$ cat config.mk
export PLATFORM = sky130hd
export DESIGN_NAME = adc_selftest_sched
export DESIGN_NICKNAME = d
export VERILOG_FILES = /design/src/rtl/ast_pkg.sv /design/src/rtl/ast_cmd_decode.sv /design/src/rtl/ast_phase_step.sv /design/src/rtl/ast_intlv_cnt.sv /design/src/rtl/adc_selftest_sched.sv
export SDC_FILE = /design/constraint.sdc
export NUM_CORES = 1
export LEC_CHECK = 0
export BUFFER_PORTS_ARGS = -buffer_cell sky130_fd_sc_hd__buf_2
export CORE_AREA = 4 4 66 68
export CTS_BUF_LIST = sky130_fd_sc_hd__clkbuf_8
export DETAILED_ROUTE_END_ITERATION = 7
export DIE_AREA = 0 0 70 72
export PLACE_DENSITY_LB_ADDON = 0.1
export SKIP_LAST_GASP = 1
export SLEW_MARGIN = 20
export SYNTH_ARGS = -nofsm -noshare
export SYNTH_HDL_FRONTEND = slang
export SYNTH_SLANG_ARGS = --single-unit
$ cat constraint.sdc
create_clock -name clk -period 1.6 [get_ports clk]
set_input_delay 0.08 -clock clk [delete_from_list [all_inputs] [get_ports clk]]
set_output_delay 0.08 -clock clk [all_outputs]
set_load 0.02 [all_outputs]
$ cat src/rtl/ast_pkg.sv
package ast_pkg;
  typedef enum logic [1:0] {
    FAM_S  = 2'b00,
    FAM_RC = 2'b01,
    FAM_C  = 2'b10
  } fam_e;

  typedef enum logic [2:0] {
    K_CONV,
    K_S,
    K_FULL,
    K_BURST,
    K_INTLV
  } kind_e;

  localparam logic [1:0] MODE_SELFTEST = 2'b01;
  localparam logic [1:0] ALG_S         = 2'b00;
  localparam logic [1:0] ALG_FULL      = 2'b11;
endpackage

$ cat src/rtl/ast_cmd_decode.sv
module ast_cmd_decode
  import ast_pkg::*;
(
  input  logic [1:0] mode_i,
  input  logic [1:0] alg_i,
  input  logic       ilv_i,
  output kind_e      kind_o,
  output logic       dual_o
);
  always_comb begin
    dual_o = mode_i[1];
    if (mode_i != MODE_SELFTEST) begin
      kind_o = K_CONV;
    end else if (alg_i == ALG_S) begin
      kind_o = K_S;
    end else if (alg_i == ALG_FULL) begin
      kind_o = K_FULL;
    end else begin
      kind_o = ilv_i ? K_INTLV : K_BURST;
    end
  end
endmodule

$ cat src/rtl/ast_phase_step.sv
module ast_phase_step
  import ast_pkg::*;
#(
  parameter int RC_STEPS = 4,
  parameter int C_STEPS  = 3,
  parameter int STEP_W   = 2
) (
  input  fam_e              fam_i,
  input  logic [STEP_W-1:0] step_i,
  output fam_e              fam_o,
  output logic [STEP_W-1:0] step_o
);
  localparam logic [STEP_W-1:0] S_LAST  = STEP_W'(2);
  localparam logic [STEP_W-1:0] RC_LAST = STEP_W'(RC_STEPS - 1);
  localparam logic [STEP_W-1:0] C_LAST  = STEP_W'(C_STEPS - 1);

  always_comb begin
    fam_o  = fam_i;
    step_o = step_i + STEP_W'(1);
    case (fam_i)
      FAM_S: if (step_i == S_LAST) begin
        fam_o  = FAM_RC;
        step_o = '0;
      end
      FAM_RC: if (step_i == RC_LAST) begin
        fam_o  = FAM_C;
        step_o = '0;
      end
      default: if (step_i == C_LAST) begin
        fam_o  = FAM_RC;
        step_o = '0;
      end
    endcase
  end
endmodule

$ cat src/rtl/ast_intlv_cnt.sv
module ast_intlv_cnt
  import ast_pkg::*;
#(
  parameter int RC_STEPS = 4,
  parameter int C_STEPS  = 3,
  parameter int STEP_W   = 2
) (
  input  logic              clk,
  input  logic              rst,
  input  logic              adv_i,
  output fam_e              fam_o,
  output logic [STEP_W-1:0] step_o
);
  fam_e              nfam;
  logic [STEP_W-1:0] nstep;

  ast_phase_step #(
    .RC_STEPS(RC_STEPS),
    .C_STEPS (C_STEPS),
    .STEP_W  (STEP_W)
  ) succ_i (
    .fam_i (fam_o),
    .step_i(step_o),
    .fam_o (nfam),
    .step_o(nstep)
  );

  always_ff @(posedge clk) begin
    if (rst) begin
      fam_o  <= FAM_RC;
      step_o <= '0;
    end else if (adv_i) begin
      fam_o  <= nfam;
      step_o <= nstep;
    end
  end
endmodule

$ cat src/rtl/adc_selftest_sched.sv
module adc_selftest_sched
  import ast_pkg::*;
#(
  parameter int RC_STEPS = 4,
  parameter int C_STEPS  = 3,
  localparam int LONGEST = (RC_STEPS > C_STEPS) ? RC_STEPS : C_STEPS,
  localparam int MAXS    = (LONGEST > 3) ? LONGEST : 3,
  localparam int STEP_W  = $clog2(MAXS)
) (
  input  logic              clk,
  input  logic              rst,
  input  logic              cmd_valid,
  input  logic [1:0]        cmd_mode,
  input  logic [1:0]        cmd_alg,
  input  logic              cfg_interleave,
  input  logic              step_done,
  output logic              st_trig,
  output logic [1:0]        st_fam,
  output logic [STEP_W-1:0] st_step,
  output logic              conv_trig,
  output logic              conv_dual,
  output logic              user_block,
  output logic              busy
);
  localparam logic [STEP_W-1:0] S_LAST = STEP_W'(2);
  localparam logic [STEP_W-1:0] C_LAST = STEP_W'(C_STEPS - 1);

  kind_e             kind;
  logic              dual;
  logic              accept;
  logic              take_done;
  logic              last_step;
  logic              atomic;
  fam_e              cur_fam, end_fam, nxt_fam, cnt_fam;
  fam_e              start_fam, stop_fam;
  logic [STEP_W-1:0] cur_step, end_step, nxt_step, cnt_step;
  logic [STEP_W-1:0] start_step, stop_step;

  ast_cmd_decode dec_i (
    .mode_i(cmd_mode),
    .alg_i (cmd_alg),
    .ilv_i (cfg_interleave),
    .kind_o(kind),
    .dual_o(dual)
  );

  ast_intlv_cnt #(
    .RC_STEPS(RC_STEPS),
    .C_STEPS (C_STEPS),
    .STEP_W  (STEP_W)
  ) cnt_i (
    .clk   (clk),
    .rst   (rst),
    .adv_i (accept && (kind == K_INTLV)),
    .fam_o (cnt_fam),
    .step_o(cnt_step)
  );

  ast_phase_step #(
    .RC_STEPS(RC_STEPS),
    .C_STEPS (C_STEPS),
    .STEP_W  (STEP_W)
  ) seq_succ_i (
    .fam_i (cur_fam),
    .step_i(cur_step),
    .fam_o (nxt_fam),
    .step_o(nxt_step)
  );

  assign accept    = cmd_valid && !busy;
  assign take_done = busy && !st_trig && step_done;
  assign last_step = (cur_fam == end_fam) && (cur_step == end_step);
  assign atomic    = (kind != K_INTLV);

  // Start and end phase of the sequence a command asks for
  always_comb begin
    start_fam  = FAM_S;
    start_step = '0;
    stop_fam   = FAM_C;
    stop_step  = C_LAST;
    case (kind)
      K_S: begin
        stop_fam  = FAM_S;
        stop_step = S_LAST;
      end
      K_BURST: start_fam = FAM_RC;
      K_INTLV: begin
        start_fam  = cnt_fam;
        start_step = cnt_step;
        stop_fam   = cnt_fam;
        stop_step  = cnt_step;
      end
      default: ;
    endcase
  end

  always_ff @(posedge clk) begin
    if (rst) begin
      st_trig    <= 1'b0;
      conv_trig  <= 1'b0;
      conv_dual  <= 1'b0;
      user_block <= 1'b0;
      busy       <= 1'b0;
      cur_fam    <= FAM_S;
      cur_step   <= '0;
      end_fam    <= FAM_S;
      end_step   <= '0;
    end else begin
      st_trig   <= 1'b0;
      conv_trig <= 1'b0;
      if (accept) begin
        if (kind == K_CONV) begin
          conv_trig <= 1'b1;
          conv_dual <= dual;
        end else begin
          busy       <= 1'b1;
          user_block <= atomic;
          st_trig    <= 1'b1;
          cur_fam    <= start_fam;
          cur_step   <= start_step;
          end_fam    <= stop_fam;
          end_step   <= stop_step;
        end
      end else if (take_done) begin
        if (last_step) begin
          busy       <= 1'b0;
          user_block <= 1'b0;
        end else begin
          cur_fam  <= nxt_fam;
          cur_step <= nxt_step;
          st_trig  <= 1'b1;
        end
      end
    end
  end

  assign st_fam  = cur_fam;
  assign st_step = cur_step;
endmodule

==> metrics.txt <==
status=finished clean; global-route wire length before repair=4170 µm; DRC viols=0; max-cap viol count=0; fin crit period=approximately 1500 ps; First-pass DRT Iterations=5; Mapped Area=1050 µm²; highest metal used=met4; PD cells=769 nW/µm²; final hold viol count=0; port bufs=17; DR vias=861; CP Data Arrival Time=1590 ps; VDD IR max=between 0.0003 and 0.0004 V; Seq/Total Area, Yosys=0.324; DR WL/cell=between 10 and 15 µm; crit path kind=flop to flop; clk buf depth=2; GR Util All Layers=0.0995; antenna cell count=0; Syn Inst Count=~110; Worst Max-Slew Pin Slew=approximately 400 ps; Initial Util=0.272; HPWL Detailed=1870 µm; M1 wire length=1140 µm; synth warn=0; Layout area overhead=18.5%; gpl congestion=roughly 0.8; H-tree Lvls=1; Worst-Skew Late Latency=approximately 250 ps; ys flop type=dfxtp_1; post-route ant nets=0; hold crit path type=input port to flop; syn_area_per_cell=9.37 µm²; Post-synth ARST share=0; CTS root buffer=clkbuf_8; layout cell share with drive strength beyond 1=0.267; grt ovf=0; element type at the critical path end=flop; Site Rows=23; Post-synth EDFFs=0; final wirelength=2440 µm; largest net degree at the start of global routing=18; CP max stage cell=dfxtp_2; clock transition at the registers of the reported paths=70 ps; RSZ-0062 raised after global routing=false; slowest stage delay, CP=390 ps; Post-Syn Nets=129; Slew Viols, Final=0; Max Freq=0.685 GHz; Req. time, crit path=around 1700 ps; period utilisation layout=0.912; Final TNS setup=0 ps; CTS tree=done; die area=5040 µm²; Die W=about 70 µm; Vias/cell=4.76; core footprint=3860 µm²; initial antenna violation count=0; Max FO, Critical Path=6; clock sinks=17; Distinct cells, synth=41; vias in the first global route=879; Setup crit start kind=flop; Seq cells post-synth=17; # IOs=18; clk_skew=between 5 and 6 ps; Leak Pwr=0.494 nW; CTS buffer count=3; DR iter-0 viols=39; met2 wire len=1190 µm; Nets=149; endpoints failing setup=0; Min Hold Slack=around 120 ps; relative slew slack=0.733; crit-path cells=inv_1, ha_1, mux2i_1, a21oi_1, a211oi_1, nor3_1; die height=a little over 70 µm; met3 wire len=between 100 and 150 µm
[final cells by class]
type | instances | area, µm²
clock buffers | 3 | 41.3
clock inverters | 1 | 3.75
fillers | 437 | 2610
inverters | 8 | 30.0
multi-input cells | 82 | 644
flip-flops and latches | 17 | 342
well taps | 50 | 62.6
repair buffers | 20 | 120
[cells in the final DEF (no fill, tap or decap), types with 2 or more instances in the layout]
cell      count
clkbuf_8      3
buf_2        17
nand4_1       2
inv_1         9
nor2b_1       3
mux2i_1       3
and3_1        2
a22oi_2       2
o21ai_1       2
nor3_1        3
ha_1          8
nand3b_1      3
xnor2_1       4
nand2_1       6
a211oi_1      2
mux2_2        2
buf_4         2
dfxtp_1      16
a211oi_2      4
a21oi_1       7
nor2_1        8
a21o_1        2
[sequential cells by signal (all words and copies together) (netlist names), 2 cells and up]
register	flops
cnt_i.fam_o	2
st_fam	2
end_step	2
st_step	2
cnt_i.step_o	2
end_fam	2
[routing by layer]
metal / GRT usage / vias to the layer above
met4: 0.0128 / 0
met1: 0.123 / 407
met2: 0.173 / 10
li1: - / 442
met3: 0.0346 / 2
met5: 0 / -
[cell families after synthesis]
group / share of synthesized area
xor+xnor: 0.0489
flops: 0.324
fa+ha+maj: 0.0954
simple gates: 0.199
compound gates: 0.220
buf+inv: 0.0620
mux: 0.0501
[worst paths after layout]
path / startpoint / to / slack (ps) / depth (start not counted)
min: cmd_mode[1] / conv_dual / 120 / 3
min reg2reg: user_block / user_block / 480 / 2
max reg2reg: st_step[0] / st_fam[1] / 140 / 6
max: st_step[0] / st_fam[1] / 140 / 6
[worst max-delay path, delay by kind of cell (launching register included)]
kind                       cells  cell delay (ps)
DFF                            1              390
AOI/OAI and AO/OA              2              360
adders and majority gates      1              240
muxes                          1              170
buffers and inverters          1               90
and+or+nand+nor                1               70
[synth_stat cells (all sizes together), types with 3 or more instances]
cell | count | area [µm²]
nor2 | 8 | 30.0
nand2 | 6 | 22.5
mux2i | 3 | 30.0
nor3 | 4 | 31.3
a21oi | 7 | 35.0
a211oi | 6 | 65.1
xnor2 | 5 | 51.3
inv | 8 | 30.0
nor2b | 3 | 18.8
nand3b | 3 | 22.5
buf | 3 | 27.5
ha | 8 | 100
o21ai | 3 | 15.0
a22oi | 3 | 32.5
dfxtp | 17 | 340
[what timing repair did]
item                       CTS  global route
hold buffers                 0             0
gates resized for setup      0             1
setup endpoints to repair    0             1
buffers inserted             0             0
[power breakdown]
group          switching [mW]  total (mW)  internal, mW
sequential             0.0195       0.460         0.441
combinational           0.106       0.180        0.0740
clock                   0.145       0.316         0.170
[through the flow]
stage,total power [mW],instances,instance area [µm²],setup WS (ps),utilization
after floorplan,0.596,112,1050,94.7,-
after global placement,0.654,177,1200,71.4,0.311
after detailed placement,0.650,177,1200,89.7,0.311
after CTS,0.975,181,1240,59.6,0.322
after global routing,1.01,181,1240,26.5,0.323
final,0.956,181,1240,141,0.323
No activity file was read; power rests on OpenSTA's default activity.
